==> config.mk <==
export PLATFORM = sky130hd
export DESIGN_NAME = uart_rate_gen
export DESIGN_NICKNAME = d
export VERILOG_FILES = /design/src/rtl/uart_rate_pkg.sv /design/src/rtl/uart_rate_regs.sv /design/src/rtl/uart_rate_cnt.sv /design/src/rtl/uart_rate_gen.sv
export SDC_FILE = /design/constraint.sdc
export NUM_CORES = 1
export LEC_CHECK = 0
export BUFFER_PORTS_ARGS = -buffer_cell sky130_fd_sc_hd__buf_4
export CAP_MARGIN = 10
export CORE_MARGIN = 2
export CORE_UTILIZATION = 25
export CTS_BUF_LIST = sky130_fd_sc_hd__clkbuf_4 sky130_fd_sc_hd__clkbuf_8
export DETAILED_ROUTE_END_ITERATION = 10
export PLACE_DENSITY = 0.48
export SYNTH_ARGS = -nofsm -noshare
export SYNTH_HDL_FRONTEND = slang
export SYNTH_SLANG_ARGS = --single-unit
==> constraint.sdc <==
create_clock -name clk -period 5.4 [get_ports clk]
set_input_delay 0.54 -clock clk [delete_from_list [all_inputs] [get_ports clk]]
set_output_delay 0.54 -clock clk [all_outputs]
set_load 0.005 [all_outputs]
==> src/rtl/uart_rate_pkg.sv <==
package uart_rate_pkg;
    localparam int ADDR_W    = 3;
    localparam int DATA_W    = 8;
    localparam int NUM_LATCH = 2;
    localparam int DIV_W     = DATA_W * NUM_LATCH;

    localparam logic [ADDR_W-1:0] OFS_MODE    = 3'd3;
    localparam logic [ADDR_W-1:0] OFS_SCRATCH = 3'd7;

    localparam logic [DATA_W-1:0] MODE_RESET    = 8'h00;
    localparam logic [DATA_W-1:0] SCRATCH_RESET = 8'hFF;
    localparam logic [DATA_W-1:0] MODE_LOCKED   = 8'hBF;
    localparam int                MODE_OPEN_BIT = 7;

    typedef enum logic [0:0] {
        GEN_HALT = 1'b0,
        GEN_RUN  = 1'b1
    } gen_state_t;
endpackage

==> src/rtl/uart_rate_regs.sv <==
module uart_rate_regs
    import uart_rate_pkg::*;
(
    input  logic              clk,
    input  logic              rst_n,
    input  logic [ADDR_W-1:0] addr,
    input  logic              wr_en,
    input  logic              rd_en,
    input  logic [DATA_W-1:0] wdata,
    output logic [DATA_W-1:0] rdata,
    output logic [DIV_W-1:0]  divisor,
    output logic [DIV_W-1:0]  div_next,
    output logic              div_load,
    output logic [DATA_W-1:0] mode_q
);
    logic [DATA_W-1:0] scratch_q;
    logic [DATA_W-1:0] lat_q [NUM_LATCH];
    logic              latch_open;
    logic [NUM_LATCH-1:0] lat_hit;

    assign latch_open = mode_q[MODE_OPEN_BIT] && (mode_q != MODE_LOCKED);

    always_ff @(posedge clk or negedge rst_n) begin
        if (!rst_n) begin
            mode_q    <= MODE_RESET;
            scratch_q <= SCRATCH_RESET;
        end else if (wr_en) begin
            if (addr == OFS_MODE)    mode_q    <= wdata;
            if (addr == OFS_SCRATCH) scratch_q <= wdata;
        end
    end

    for (genvar b = 0; b < NUM_LATCH; b++) begin : g_latch
        assign lat_hit[b] = wr_en && latch_open && (addr == ADDR_W'(b));

        always_ff @(posedge clk) begin
            if (lat_hit[b]) lat_q[b] <= wdata;
        end

        assign divisor[b*DATA_W +: DATA_W]  = lat_q[b];
        assign div_next[b*DATA_W +: DATA_W] = lat_hit[b] ? wdata : lat_q[b];
    end

    assign div_load = |lat_hit;

    always_comb begin
        rdata = '0;
        if (rd_en) begin
            if (addr == OFS_MODE)    rdata = mode_q;
            if (addr == OFS_SCRATCH) rdata = scratch_q;
            for (int b = 0; b < NUM_LATCH; b++) begin
                if (latch_open && addr == ADDR_W'(b)) rdata = lat_q[b];
            end
        end
    end
endmodule

==> src/rtl/uart_rate_cnt.sv <==
module uart_rate_cnt
    import uart_rate_pkg::*;
(
    input  logic             clk,
    input  logic             rst_n,
    input  logic             load,
    input  logic [DIV_W-1:0] load_val,
    input  logic [DIV_W-1:0] divisor,
    output logic             tick
);
    localparam logic [DIV_W-1:0] ONE = DIV_W'(1);

    gen_state_t       state_q, state_d;
    logic [DIV_W-1:0] cnt_q, cnt_d;

    always_comb begin
        state_d = state_q;
        cnt_d   = cnt_q;
        if (load) begin
            cnt_d   = load_val;
            state_d = (load_val == '0) ? GEN_HALT : GEN_RUN;
        end else begin
            unique case (state_q)
                GEN_HALT: begin
                    if (divisor != '0) begin
                        cnt_d   = divisor;
                        state_d = GEN_RUN;
                    end
                end
                GEN_RUN: begin
                    if (cnt_q == ONE) cnt_d = divisor;
                    else              cnt_d = cnt_q - ONE;
                end
                default: state_d = GEN_HALT;
            endcase
        end
    end

    always_ff @(posedge clk or negedge rst_n) begin
        if (!rst_n) begin
            state_q <= GEN_HALT;
            cnt_q   <= '0;
        end else begin
            state_q <= state_d;
            cnt_q   <= cnt_d;
        end
    end

    always_comb begin
        tick = 1'b0;
        unique case (state_q)
            GEN_HALT: tick = 1'b0;
            GEN_RUN:  tick = (cnt_q == ONE);
            default:  tick = 1'b0;
        endcase
    end
endmodule

==> src/rtl/uart_rate_gen.sv <==
module uart_rate_gen
    import uart_rate_pkg::*;
(
    input  logic        clk,
    input  logic        rst_n,
    input  logic [2:0]  addr,
    input  logic        wr_en,
    input  logic        rd_en,
    input  logic [7:0]  wdata,
    output logic [7:0]  rdata,
    output logic        tick
);
    logic [DIV_W-1:0]  divisor;
    logic [DIV_W-1:0]  div_next;
    logic              div_load;
    logic [DATA_W-1:0] mode_q;

    uart_rate_regs u_regs (
        .clk      (clk),
        .rst_n    (rst_n),
        .addr     (addr),
        .wr_en    (wr_en),
        .rd_en    (rd_en),
        .wdata    (wdata),
        .rdata    (rdata),
        .divisor  (divisor),
        .div_next (div_next),
        .div_load (div_load),
        .mode_q   (mode_q)
    );

    uart_rate_cnt u_cnt (
        .clk      (clk),
        .rst_n    (rst_n),
        .load     (div_load),
        .load_val (div_next),
        .divisor  (divisor),
        .tick     (tick)
    );
endmodule

==> run summary <==
FLOORPLAN
------------------------------------------------------------------------------------------------------
Site Rows                                                                                           38
IO Pins                                                                                             24
Die ar.                                                                                    12300 sq um
Placeable core region                                                                      11000 sq um
Horizontal extent of the die                                                               111 microns
Vert. Die Dim                                                                              111 microns
Starting Density                                                                                 25.9%

CRITICAL PATH
------------------------------------------------------------------------------------------------------
Startpoint type of the worst setup path                                                      flip-flop
Reg2reg end                                                                               u_cnt.cnt_q[15]
Worst Path Arrival                                                                             2290 ps
Slowest cell on the critical path                                                         sky130_fd_sc_hd__o21ai_1
FF-to-FF path depth                                                                                  7
CP top delay family                                                                       compound AO/OA/AOI/OAI gates
Startpoint of the worst-slack reg-to-reg timing path                                      u_regs.mode_q[6]
Critical Setup Path Class                                                                 flip-flop to primary output
Setup slack of the worst register-to-register path                                             2670 ps
Worst path buffer plus inverter count                                                                1
Cell-by-cell listing of the critical path                                                 nand4b_1 > o21ai_1 > o22ai_1 > o311a_1 > buf_4
Largest fanout of any net on the critical path                                                      17
Capturing element type of the critical path                                               primary output
Worst stage delay on the critical path                                                          860 ps
Required time at the worst-slack endpoint                                                      4860 ps

HOLD PATH
------------------------------------------------------------------------------------------------------
Worst min-delay path category                                                             input port to async pin

STA
------------------------------------------------------------------------------------------------------
Unrepaired setup endpoints after global routing                                                     no
Ratio of final minimum period to clock period                                                    52.3%
Transition time of the tightest slew-check pin                                                 1090 ps
Worst slew slack as a fraction of its limit                                                      26.9%
Setup-failing EPs final                                                                              0
Final slew viol count                                                                                0
Clock tree skew after final layout                                                             9.23 ps
Min Clock Period, post-route                                                                   2830 ps
FMAX                                                                                           354 MHz
Slack of the critical path                                                                     2570 ps
Final Hold Violating Endpoints                                                                       0
Setup_tns                                                                                         0 ps

FINAL LAYOUT
------------------------------------------------------------------------------------------------------
Layout cell share with drive strength beyond 1                                                   26.4%
Utilization of the core after routing                                                            29.7%
Leading cell type in the layout, fill and taps excluded                                   sky130_fd_sc_hd__mux2_2
Area growth, synth to finish                                                                     14.6%
Fillcell total                                                                                    1151
Final #Nets                                                                                        323
Commonest cells after routing, fill and taps aside                                        31 x sky130_fd_sc_hd__mux2_2, 26 x sky130_fd_sc_hd__buf_4, 25 x sky130_fd_sc_hd__nor2_1, 25 x sky130_fd_sc_hd__dfrtp_1, 19 x sky130_fd_sc_hd__mux2i_1
Ant. Diodes                                                                                          0

RUN
------------------------------------------------------------------------------------------------------
Max-capacitance violation count                                                                      0

DRT
------------------------------------------------------------------------------------------------------
Number of vias after detailed routing                                                             2347
Total wirelength of the detailed-routed design                                                 7.96 mm
Via density per instance                                                                          5.25
WL per Instance                                                                           17.8 microns
DRC violation total after the first TritonRoute iteration                                          142
Number of nets with antenna violations after detailed routing                                        0
Total iterations of the first detailed-routing run                                                   4
Drt drc                                                                                              0

PLACED DESIGN
------------------------------------------------------------------------------------------------------
Number of input and output port buffers inserted                                                    23
Worst setup slack before clock tree synthesis                                                  2700 ps
Final weighted congestion of routability-driven global placement                                 0.771
HPWL after detailed placement                                                                  5.64 mm

CLOCKING
------------------------------------------------------------------------------------------------------
Clock transition at the register clock pins on the worst setup and hold paths after CTS          90 ps
Clk Tree Root Cell                                                                        sky130_fd_sc_hd__clkbuf_8
CTS tree                                                                                         built
Maximum level of the CTS H-tree                                                                      2
Count of hold-fix buffers inserted at cts                                                            0
Buffers inserted during post-CTS setup optimization                                                  0
Post-CTS resize count                                                                                0
Number of clock buffers inserted by TritonCTS                                                        5
Number of buffers between clock root and the deepest sink                                            2
Count of clock tree sinks                                                                           49
Clock insertion delay at the later pin of the skew report                                       300 ps

SYNTHESIS
------------------------------------------------------------------------------------------------------
Number of storage elements in the synthesis netlist                                                 49
Cell area after technology mapping                                                          2850 sq um
Number of distinct standard cells referenced by the synthesized netlist                             59
Fraction of registers with async set/reset                                                       67.3%
Sequential element share of the synthesized area                                                 40.6%
Gate Count Post-Synth                                                                              289
Most used flip-flop cell after synthesis                                                  sky130_fd_sc_hd__dfrtp_1
Count of synthesis-stage warnings from yosys                                                         0
Synth Area per Inst                                                                         9.85 sq um
Post-synth EDFFs                                                                                     0
Post-synthesis net count                                                                           306

POWER AND IR DROP
------------------------------------------------------------------------------------------------------
Total power divided by cell area                                                           407 nW/um^2
Static leakage power                                                                           1.29 nW
Worst vdd rail ir drop                                                                        0.122 mV

GLOBAL ROUTE
------------------------------------------------------------------------------------------------------
Global route total overflow                                                                          0
Global-route wire length before repair                                                         12.8 mm
Via count of the first global-routing pass                                                        2304
Pin count of the biggest net entering global routing                                                34
Antenna violations before repair                                                                     0
Gr usage total                                                                                   12.9%

OUTCOME
------------------------------------------------------------------------------------------------------
Status                                                                                    finished clean

Yosys cell counts, types with 2 or more instances:
cell type                  count  share of area [%]
sky130_fd_sc_hd__a22oi_1       2               0.53
sky130_fd_sc_hd__dfxtp_1      16                 11
sky130_fd_sc_hd__nand3_1       2               0.35
sky130_fd_sc_hd__a31oi_1       7                1.5
sky130_fd_sc_hd__a21oi_1      14                2.5
sky130_fd_sc_hd__or4_4         2               0.79
sky130_fd_sc_hd__a32oi_1       3               0.92
sky130_fd_sc_hd__and2_1        2               0.44
sky130_fd_sc_hd__nand2_1      15                2.0
sky130_fd_sc_hd__a211oi_1      2               0.53
sky130_fd_sc_hd__nor3_1       11                1.9
sky130_fd_sc_hd__dfstp_2       8                7.4
sky130_fd_sc_hd__o22ai_1       8                1.8
sky130_fd_sc_hd__mux2i_1      19                6.7
sky130_fd_sc_hd__xor2_1        2               0.62
sky130_fd_sc_hd__inv_1         5               0.66
sky130_fd_sc_hd__nand4_1       3               0.66
sky130_fd_sc_hd__o311a_1       7                2.5
sky130_fd_sc_hd__nor3b_1       3               0.79
sky130_fd_sc_hd__nor2b_1       2               0.44
sky130_fd_sc_hd__dfrtp_1      25                 22
sky130_fd_sc_hd__nor4_1        6                1.3
sky130_fd_sc_hd__nand2b_1      3               0.66
sky130_fd_sc_hd__or4_1         3               0.79
sky130_fd_sc_hd__o21ai_1       4               0.70
sky130_fd_sc_hd__buf_2         2               0.35
sky130_fd_sc_hd__or3_1         3               0.66
sky130_fd_sc_hd__clkbuf_1      9                1.2
sky130_fd_sc_hd__o21ai_0      11                1.9
sky130_fd_sc_hd__mux2_2       31                 12
sky130_fd_sc_hd__ha_1          2               0.88
sky130_fd_sc_hd__buf_6         2               0.79
sky130_fd_sc_hd__buf_4         2               0.53
sky130_fd_sc_hd__o21a_1        3               0.79
sky130_fd_sc_hd__o211ai_1      2               0.53
sky130_fd_sc_hd__nor2_1       25                3.3
layer usage:
metal | track usage (%) | wire, microns
met3 | 2.35 | 333
met2 | 20.0 | 3620
met5 | 0 | 0
met4 | 2.17 | 65
met1 | 19.1 | 3940
registers in the layout, indices dropped and copies added, names as in the netlist:
name,flops
u_cnt.cnt_q,16
u_regs.lat_q,16
u_regs.mode_q,8
u_regs.scratch_q,8
u_cnt.state_q,1
cells by family (layout without fill, tap and decap cells):
| logic type | count (synthesis) | in the layout | synth area share [%] |
|---|---|---|---|
| and+or+nand+nor | 85 | 85 | 15.7 |
| buffers and inverters | 22 | 40 | 3.78 |
| xor gates and xnor gates | 3 | 3 | 0.924 |
| adders and majority gates | 2 | 2 | 0.879 |
| AOI/OAI and AO/OA | 78 | 78 | 19.1 |
| DFF | 49 | 49 | 40.6 |
| muxes | 50 | 50 | 19.0 |
cell type report:
class,count,area [sq um],share of cell area (%)
multi-input cells,218,1590,48.8
flip-flops and latches,49,1160,35.4
repair buffers,26,195,5.98
well taps,140,175,5.37
clock buffers,7,90.1,2.76
clock inverters,1,30.0,0.921
inverters,6,22.5,0.690
worst max path at each step:
| stage | start | endpoint | slack [ps] | cells past startpoint |
|---|---|---|---|---|
| floorplan | u_cnt.cnt_q[10] | u_cnt.cnt_q[9] | 3190 | 7 |
| global placement | u_regs.mode_q[6] | u_cnt.cnt_q[14] | 2700 | 7 |
| detailed placement | u_regs.mode_q[6] | u_cnt.cnt_q[12] | 2700 | 7 |
| CTS | u_regs.mode_q[6] | rdata[3] | 2560 | 5 |
| global route | u_regs.mode_q[6] | rdata[5] | 2340 | 5 |
| finish | u_regs.mode_q[6] | rdata[3] | 2570 | 5 |
report_power, final:
group	switching, W	total (W)	internal, W
combinational	0.000185	0.000382	0.000197
sequential	0.000160	0.000663	0.000503
clock	0.000126	0.000283	0.000156
through the flow:
stage / instance area (sq um) / hold slack (ps) / power (W) / cells
3_3_place_gp: 3140 / 513 / 0.00105 / 439
5_1_grt: 3260 / 201 / 0.00142 / 447
4_1_cts: 3260 / 191 / 0.00134 / 447
2_1_floorplan: 2850 / 244 / 0.000906 / 289
3_5_place_dp: 3140 / 521 / 0.00105 / 439
6_report: 3260 / 179 / 0.00133 / 447
(Power assumes the default switching activity.)
